**config.mk**
```make
export PLATFORM = sky130hd
export DESIGN_NAME = booth_mult
export DESIGN_NICKNAME = d
export VERILOG_FILES = /design/src/rtl/booth_mult_pkg.sv /design/src/rtl/booth_mult_recode.sv /design/src/rtl/booth_mult_ctrl.sv /design/src/rtl/booth_mult_datapath.sv /design/src/rtl/booth_mult.sv
export SDC_FILE = /design/constraint.sdc
export NUM_CORES = 1
export LEC_CHECK = 0
export CAP_MARGIN = 10
export CORE_MARGIN = 2
export CORE_UTILIZATION = 48
export CTS_BUF_LIST = sky130_fd_sc_hd__clkbuf_4
export DETAILED_ROUTE_END_ITERATION = 10
export HOLD_SLACK_MARGIN = 0.05
export PLACE_DENSITY_LB_ADDON = 0.05
export SETUP_SLACK_MARGIN = 0.3
export SYNTH_ARGS = -nofsm -noshare
export SYNTH_HDL_FRONTEND = slang
export SYNTH_SLANG_ARGS = --single-unit
export TNS_END_PERCENT = 5
```
**constraint.sdc**
```tcl
create_clock -name clk -period 1.3 [get_ports clk]
set_input_delay 0.39 -clock clk [delete_from_list [all_inputs] [get_ports clk]]
set_output_delay 0.39 -clock clk [all_outputs]
set_load 0.02 [all_outputs]
```
**src/rtl/booth_mult_pkg.sv**
```systemverilog
`timescale 1ns/1ps
package booth_mult_pkg;

  // Decoded Booth digit: zero row, double multiple, negated row.
  typedef struct packed {
    logic zero;
    logic two;
    logic neg;
  } boothSel_t;

  // Strobes from control to datapath.
  typedef struct packed {
    logic capture;
  } dpStrobe_t;

endpackage

```
**src/rtl/booth_mult_recode.sv**
```systemverilog
`timescale 1ns/1ps
module booth_mult_recode
  import booth_mult_pkg::*;
(
  input  logic [2:0] window,
  output boothSel_t  sel
);

  // Window bits are {upper, centre, lower}; the lower bit is the shared one.
  always_comb begin
    sel = '0;
    case (window)
      3'b001, 3'b010: sel = '0;                 // +a
      3'b011:         sel.two = 1'b1;           // +2a
      3'b100:         begin sel.two = 1'b1; sel.neg = 1'b1; end  // -2a
      3'b101, 3'b110: sel.neg = 1'b1;           // -a
      default:        sel.zero = 1'b1;          // 000, 111
    endcase
  end

endmodule

```
**src/rtl/booth_mult_ctrl.sv**
```systemverilog
`timescale 1ns/1ps
module booth_mult_ctrl
  import booth_mult_pkg::*;
#(
  parameter bit REG_OUT = 1'b1
) (
  input  logic      clk,
  input  logic      rstN,
  input  logic      inValid,
  output dpStrobe_t strobe,
  output logic      outValid
);

  assign strobe.capture = inValid;

  generate
    if (REG_OUT) begin : g_reg
      logic validQ;
      always_ff @(posedge clk or negedge rstN) begin
        if (!rstN) validQ <= 1'b0;
        else       validQ <= inValid;
      end
      assign outValid = validQ;
    end else begin : g_comb
      assign outValid = inValid;
    end
  endgenerate

endmodule

```
**src/rtl/booth_mult_datapath.sv**
```systemverilog
`timescale 1ns/1ps
module booth_mult_datapath
  import booth_mult_pkg::*;
#(
  parameter int WIDTH   = 8,
  parameter bit REG_OUT = 1'b1
) (
  input  logic               clk,
  input  logic               rstN,
  input  dpStrobe_t          strobe,
  input  logic [WIDTH-1:0]   opA,
  input  logic [WIDTH-1:0]   opB,
  output logic [2*WIDTH-1:0] product
);

  localparam int NGROUP = (WIDTH + 2) / 2;   // ceil((WIDTH+1)/2)
  localparam int SUMW   = 2 * WIDTH;
  localparam int MULW   = WIDTH + 2;         // room for 2a plus sign
  localparam int BEXT   = 2 * NGROUP + 1;
  localparam int BPAD   = BEXT - WIDTH - 1;
  localparam int SEXT   = SUMW - MULW;

  logic [BEXT-1:0] bExt;
  logic [MULW-1:0] aOne;
  logic [MULW-1:0] aTwo;

  assign bExt = {{BPAD{1'b0}}, opB, 1'b0};
  assign aOne = {2'b00, opA};
  assign aTwo = {1'b0, opA, 1'b0};

  boothSel_t       selG  [NGROUP];
  logic [SUMW-1:0] ppRow [NGROUP];
  logic [SUMW-1:0] cinRow[NGROUP];

  generate
    for (genvar g = 0; g < NGROUP; g++) begin : g_row
      logic [MULW-1:0] mag;
      logic [MULW-1:0] rowBits;

      booth_mult_recode u_rec (
        .window (bExt[2*g+2 -: 3]),
        .sel    (selG[g])
      );

      assign mag     = selG[g].zero ? '0 : (selG[g].two ? aTwo : aOne);
      assign rowBits = selG[g].neg ? ~mag : mag;
      assign ppRow[g]  = {{SEXT{rowBits[MULW-1]}}, rowBits} << (2 * g);
      assign cinRow[g] = {{(SUMW-1){1'b0}}, selG[g].neg} << (2 * g);
    end
  endgenerate

  logic [SUMW-1:0] sumAll;

  always_comb begin
    sumAll = '0;
    for (int k = 0; k < NGROUP; k++) begin
      sumAll = sumAll + ppRow[k] + cinRow[k];
    end
  end

  generate
    if (REG_OUT) begin : g_reg
      logic [SUMW-1:0] productQ;
      always_ff @(posedge clk or negedge rstN) begin
        if (!rstN)               productQ <= '0;
        else if (strobe.capture) productQ <= sumAll;
      end
      assign product = productQ;
    end else begin : g_comb
      assign product = sumAll;
    end
  endgenerate

endmodule

```
**src/rtl/booth_mult.sv**
```systemverilog
`timescale 1ns/1ps
module booth_mult
  import booth_mult_pkg::*;
#(
  parameter int WIDTH   = 8,
  parameter bit REG_OUT = 1'b1
) (
  input  logic               clk,
  input  logic               rstN,
  input  logic               inValid,
  input  logic [WIDTH-1:0]   opA,
  input  logic [WIDTH-1:0]   opB,
  output logic               outValid,
  output logic [2*WIDTH-1:0] product
);

  dpStrobe_t strobe;

  booth_mult_ctrl #(.REG_OUT(REG_OUT)) u_ctrl (
    .clk      (clk),
    .rstN     (rstN),
    .inValid  (inValid),
    .strobe   (strobe),
    .outValid (outValid)
  );

  booth_mult_datapath #(.WIDTH(WIDTH), .REG_OUT(REG_OUT)) u_dp (
    .clk     (clk),
    .rstN    (rstN),
    .strobe  (strobe),
    .opA     (opA),
    .opB     (opB),
    .product (product)
  );

endmodule

```
======== Yosys cells after proc, flatten, opt, wreduce, memory -nomap -nowiden ========
Index checks and enable logic that the tools add are counted.
operators by class
  add/sub/neg operators ................... 8
  multipliers ............................. 0
  div/mod/pow operators ................... 0
  magnitude comparators ................... 0
  equal/unequal tests ..................... 21
  shift operators ......................... 0
  mux-type cells .......................... 21
  bitwise logic cells ..................... 4
  reduce and logical (&&, ||, !) cells .... 11
operators by type and width
  kind                                                  count
  two-way mux 10 bit                                    8
  adder 16 bit                                          4
  NOT 10 bit                                            4
  two-way mux 9 bit                                     4
  equality test 3 bit (second input constant)           9
  equality test 3 x 2 -> 1 bit (second input constant)  6
  OR reduction 6 bit                                    3
  adder 16 x 3 -> 16 bit                                1
  adder 16 x 5 -> 16 bit                                1
  adder 16 x 7 -> 16 bit                                1
  OR reduction 3 bit                                    4
  adder 10 x 2 -> 11 bit                                1
  equality test 3 x 1 -> 1 bit (second input constant)  3
  two-way mux 1 bit                                     8
  two-way mux 8 bit                                     1
  OR reduction 2 bit                                    4
  equality test 2 bit (second input constant)           2
  equality test 2 x 1 -> 1 bit (second input constant)  1
storage, ports and cells
  bits in registers ....................... 17
  latch bits .............................. 0
  memory bits (writable) .................. 0
  ROM bits ................................ 0
  bits of input ports ..................... 19
  output and inout bits ................... 17
  word-level logic and storage cells ...... 67
  memories kept ........................... 0

======== Depth between registers and ports, before layout ========
  word-level depth ........................ 14
  mapped depth ............................ 23
  gate-level depth less buffers ........... 21

======== Cells and area by module ========
Synthesis repeated with hierarchy kept, for this count alone.
unflattened totals
  cell total of the unflattened synthesis .. 412
  area, all modules ....................... 3514.6 sq um
modules (own cells, without submodules)
  module               instances  cells an instance  area each (sq um)  sequential area each (sq um)
  booth_mult_datapath  1          375                3294.4             400.4
  booth_mult_recode    5          7                  37.5               0.0
  booth_mult_ctrl      1          2                  32.5               25.0

======== Least setup slack after synthesis ========
No wires, ideal clock.
  path type ............................... input port to flip-flop
  start point ............................. in opB[3]
  end point ............................... reg u_dp.g_reg.productQ[15] (netlist: u_dp.product[15])
  arrival time ............................ 5.717 ns
  required time ........................... 1.175 ns
  slack ................................... -4.542 ns
  cell stages on the path ................. 22
  buffers on the path ..................... 2
  cells stage by stage .................... clkbuf_1 > buf_1 > xor2_1 > a22oi_1 > o21ai_0 > ha_1 > ha_1 > a21o_1 > or3_1 > a211o_1 > nand2_1 > xor2_1 > fa_1 > fa_1 > inv_1 > ha_1 > o21a_1 > a21o_1 > o311a_1 > o41ai_2 > xnor3_1 > mux2_2
between the ends
  longest elaborated chain between the ends .. 14
  elaborated cells on any way between the ends .. 37
  classes of those cells .................. 7 x add/sub; 12 x eq/ne; 10 x mux; 2 x bitwise; 6 x reduce/logical
ends and longest elaborated chain
  what                                                                 RTL line                   RTL
  start: declaration                                                   booth_mult.sv:12           input logic [WIDTH-1:0] opB,
  equality test 3 bit or equality test 3 x 2 -> 1 bit (tied branches)  booth_mult_recode.sv:12    case (window)
  OR reduction 2 bit (no line)                                         -
  two-way mux 1 bit                                                    booth_mult_recode.sv:12
  two-way mux 9 bit                                                    booth_mult_datapath.sv:45  assign mag = selG[g].zero ? '0 : (selG[g].two ? aTwo : aOne);
  two-way mux 10 bit                                                   booth_mult_datapath.sv:45
  NOT 10 bit                                                           booth_mult_datapath.sv:46  assign rowBits = selG[g].neg ? ~mag : mag;
  two-way mux 10 bit                                                   booth_mult_datapath.sv:46
  adder 16 bit                                                         booth_mult_datapath.sv:57  sumAll = sumAll + ppRow[k] + cinRow[k];
  adder 16 x 3 -> 16 bit                                               booth_mult_datapath.sv:57
  adder 16 bit                                                         booth_mult_datapath.sv:57
  adder 16 x 5 -> 16 bit *                                             booth_mult_datapath.sv:57
  adder 16 bit *                                                       booth_mult_datapath.sv:57
  adder 16 x 7 -> 16 bit *                                             booth_mult_datapath.sv:57
  adder 16 bit *                                                       booth_mult_datapath.sv:57
  end signal: assignment                                               booth_mult_datapath.sv:66  else if (strobe.capture) productQ <= sumAll;
  end: declaration                                                     booth_mult_datapath.sv:63  logic [SUMW-1:0] productQ;
Mark *: on every way between the ends. The rest lies on a longest branch, timed or not.
A chain may end at the register's enable or synchronous reset.

======== Worst setup path in the final report ========
  start point ............................. in opB[2]
  end point ............................... reg u_dp.g_reg.productQ[15] (netlist: u_dp.product[15])
between the ends
  longest elaborated chain between the ends .. 14
  elaborated cells on any way between the ends .. 22
  classes of those cells .................. 7 x add/sub; 6 x eq/ne; 5 x mux; 1 x bitwise; 3 x reduce/logical
ends and longest elaborated chain
  what                                                                 RTL line
  equality test 3 bit or equality test 3 x 2 -> 1 bit (tied branches)  booth_mult_recode.sv:12
  OR reduction 2 bit (no line)                                         -
  two-way mux 1 bit                                                    booth_mult_recode.sv:12
  two-way mux 9 bit                                                    booth_mult_datapath.sv:45
  two-way mux 10 bit                                                   booth_mult_datapath.sv:45
  NOT 10 bit                                                           booth_mult_datapath.sv:46
  two-way mux 10 bit                                                   booth_mult_datapath.sv:46
  adder 16 bit                                                         booth_mult_datapath.sv:57
  adder 16 x 3 -> 16 bit *                                             booth_mult_datapath.sv:57
  adder 16 bit *                                                       booth_mult_datapath.sv:57
  adder 16 x 5 -> 16 bit *                                             booth_mult_datapath.sv:57
  adder 16 bit *                                                       booth_mult_datapath.sv:57
  adder 16 x 7 -> 16 bit *                                             booth_mult_datapath.sv:57
  adder 16 bit *                                                       booth_mult_datapath.sv:57
Marks and branches as above.

==> qor.yml <==
initial_utilization: 0.503
power.density_nw_per_um2: 1670
antenna_found_initial: 0
crit_family: "compound AO/OA/AOI/OAI gates"
violations: "setup timing"
yosysWarnings: 0
syn2layout_area_growth_pct: 50.2
drc: 0
dp_slack_ns: -4.94
via_per_inst: 5.47
p_leak_nw: 2.42
p_comb_frac: 0.850
seq_power_share: 0.115
critPathLaunchType: "primary input"
worstPathCellList: "buf_12, buf_6, or3_4, o21ai_4, ha_4, ha_4, a21o_1, or3_1, a211o_1, nand2_2, xor2_2, fa_1, fa_1, inv_2, ha_4, a211o_1, a21o_1, o311a_1, o41ai_2, xnor3_1, mux2_4"
relSlewSlack: 0.714
dp_hpwl_um: 7500
path_buf_inv: 3
num_rows: 29
final.fill_count: 459
slowest_stage: "fa_1"
avgSynthCellArea_sq_um: 8.27
drt_wl_total_um: 9520
pwr-share-clk: 0.036
grt_start_max_net_pins: 22
clock_path_buffers: 2
vias: 3305
drt_iter0_drc: 180
yosysSeqAreaShare: 0.132
fp.dieH_um: 86.1
switching_share: 0.436
die-area_sq_um: 7410
worst-path-max-fanout: 6
ys.flop_type: "dfrtp_1"
grt_pass1_vias: 3256
core-area_sq_um: 6420
drive_above_1_share: 0.395
final.period_utilization: 4.31
synth_area_sq_um: 3230
grt_util_all_layers: 0.262
worstMarginPinSlew_ns: 0.429
synth_cell_type_count: 49
routedWlPerCell_um: 15.8
p_int_mw: 4.59
synth_most_common_cell: "nor2_1"
cts_num_sinks: 17
async_flop_share: 1.00
synth-seq-cells: 17
grt_pass1_wl_um: 15600
cts_tree: "done"
skew_ns: 0
period_minus_slack_ns: 5.61
grt.overflow.total: 0
drt_first_pass_iters: 4
gp_congestion: 0.891
die_x_um: 86.1
cp-end-kind: "flip-flop"
setup_viol: 15
power_switching_mw: 3.54
root_buffer: "clkbuf_4"
irDropWorstVdd_uv: 1810
layout.nets: 598
io_buffer_count: 35
fmax_mhz: 178
crit_arrival_ns: 5.80
yosys-top-cells-area: "dfrtp_1 (13%), ha_1 (13%), fa_1 (11%), xnor2_1 (7.0%), xor2_1 (6.2%)"
synth_top_area_share: 0.132
antenna_cells: 0
path_common_cell: "ha_4"
crit_required_ns: 1.50
insertion_delay_ns: 0.29
ys_top_cells_by_count: "nor2_1 (38), ha_1 (33), inv_1 (31), nand2_1 (29), xnor2_1 (26)"
path_clk_slew_ns: 0.11
worst_slack_ns: -4.31
hold_class: "primary input to asynchronous set/reset pin"
ios: 36
maxSlewViolCount: 0
cts_buffers: 3
max_stage_delay_ns: 0.55
worstSetupPathType: "primary input to flip-flop"
cts_max_level: 1
final_util: 0.756
hold_violations: 0
syn_nets: 461
antenna_left: 0
maxCapViolations: 0
rsz0062_at_grt: "yes"
syn_inst: 391
netlist.top_cell.by_area: "dfrtp_1"
synth_edf_count: 0
hold_buffers: 0
status: "finished with violations"
-- power by group through the flow --
stage	Clock [mW]	Combinational [mW]	Sequential, mW
final	0.291	6.91	0.932
after global routing	0.318	7.60	0.958
after CTS	0.305	6.46	0.935
after detailed placement	0	6.10	0.895
after global placement	0	6.01	0.893
after floorplan	0	3.48	1.16
-- cell usage in the layout (no fill, tap or decap), types with 11 or more instances in the layout --
cell type    n
buf_4      116
ha_1        26
nand2_1     25
xnor2_1     26
inv_1       28
o21ai_0     11
a21oi_1     15
dfrtp_1     17
xor2_1      21
mux2_2      13
fa_1        17
buf_6       24
nor2_1      37
-- cells by family (layout without fill, tap and decap cells) --
family,after synthesis,in the layout,share of synthesized area
xor gates and xnor gates,50,50,0.140
adders and majority gates,51,51,0.239
and+or+nand+nor,94,94,0.132
AOI/OAI and AO/OA,103,103,0.226
buffers and inverters,58,194,0.0704
muxes,18,18,0.0611
DFF,17,17,0.132
-- flip-flops by register name (all words and copies together) (netlist names) --
register and flops:
u_ctrl.outValid 1, u_dp.product 16
-- metrics by stage --
step / cell area, sq um / TNS (ns) / hold slack [ns] / instances / total power, mW
2_1_floorplan: 3290 / -42.15 / 0.0944 / 391 / 4.65
3_3_place_gp: 4480 / -53.06 / 0.492 / 590 / 6.90
3_5_place_dp: 4480 / -53.68 / 0.498 / 590 / 7.00
4_1_cts: 4650 / -43.50 / 0.408 / 594 / 7.70
5_1_grt: 4860 / -41.09 / 0.435 / 604 / 8.87
6_report: 4860 / -39.31 / 0.409 / 604 / 8.13
-- final cells by class --
type                    instances  area [sq um]  share of cell area
flip-flops and latches         17           425              0.0876
repair buffers                159          1350               0.278
clock buffers                   3          22.5             0.00464
well taps                      77          96.3              0.0198
inverters                      31           116              0.0240
clock inverters                 1          5.00             0.00103
multi-input cells             316          2840               0.585
-- path summary, 6_finish.rpt --
check	cells past startpoint	from	slack [ns]	to
min reg2reg	1	u_dp.product[2]	0.54	u_dp.product[2]
min	2	rstN	0.41	u_dp.product[13]
max in group asynchronous	2	rstN	0.69	u_dp.product[1]
max	21	opB[2]	-4.31	u_dp.product[15]
min in group clk	2	inValid	0.49	u_ctrl.outValid
max reg2reg	3	u_dp.product[14]	0.34	u_dp.product[14]
-- layer usage --
layer	global-route usage	wire, um
met2	0.432	4460
met5	0	0
met1	0.376	4550
met4	0.0577	122
met3	0.0192	390
-- repair_timing --
item                                    CTS  global route
gates resized for setup                 134            49
pin swaps                                12            30
endpoints found under the setup margin   33            33
buffers inserted                          0            10
No activity file was read; power rests on OpenSTA's default activity.
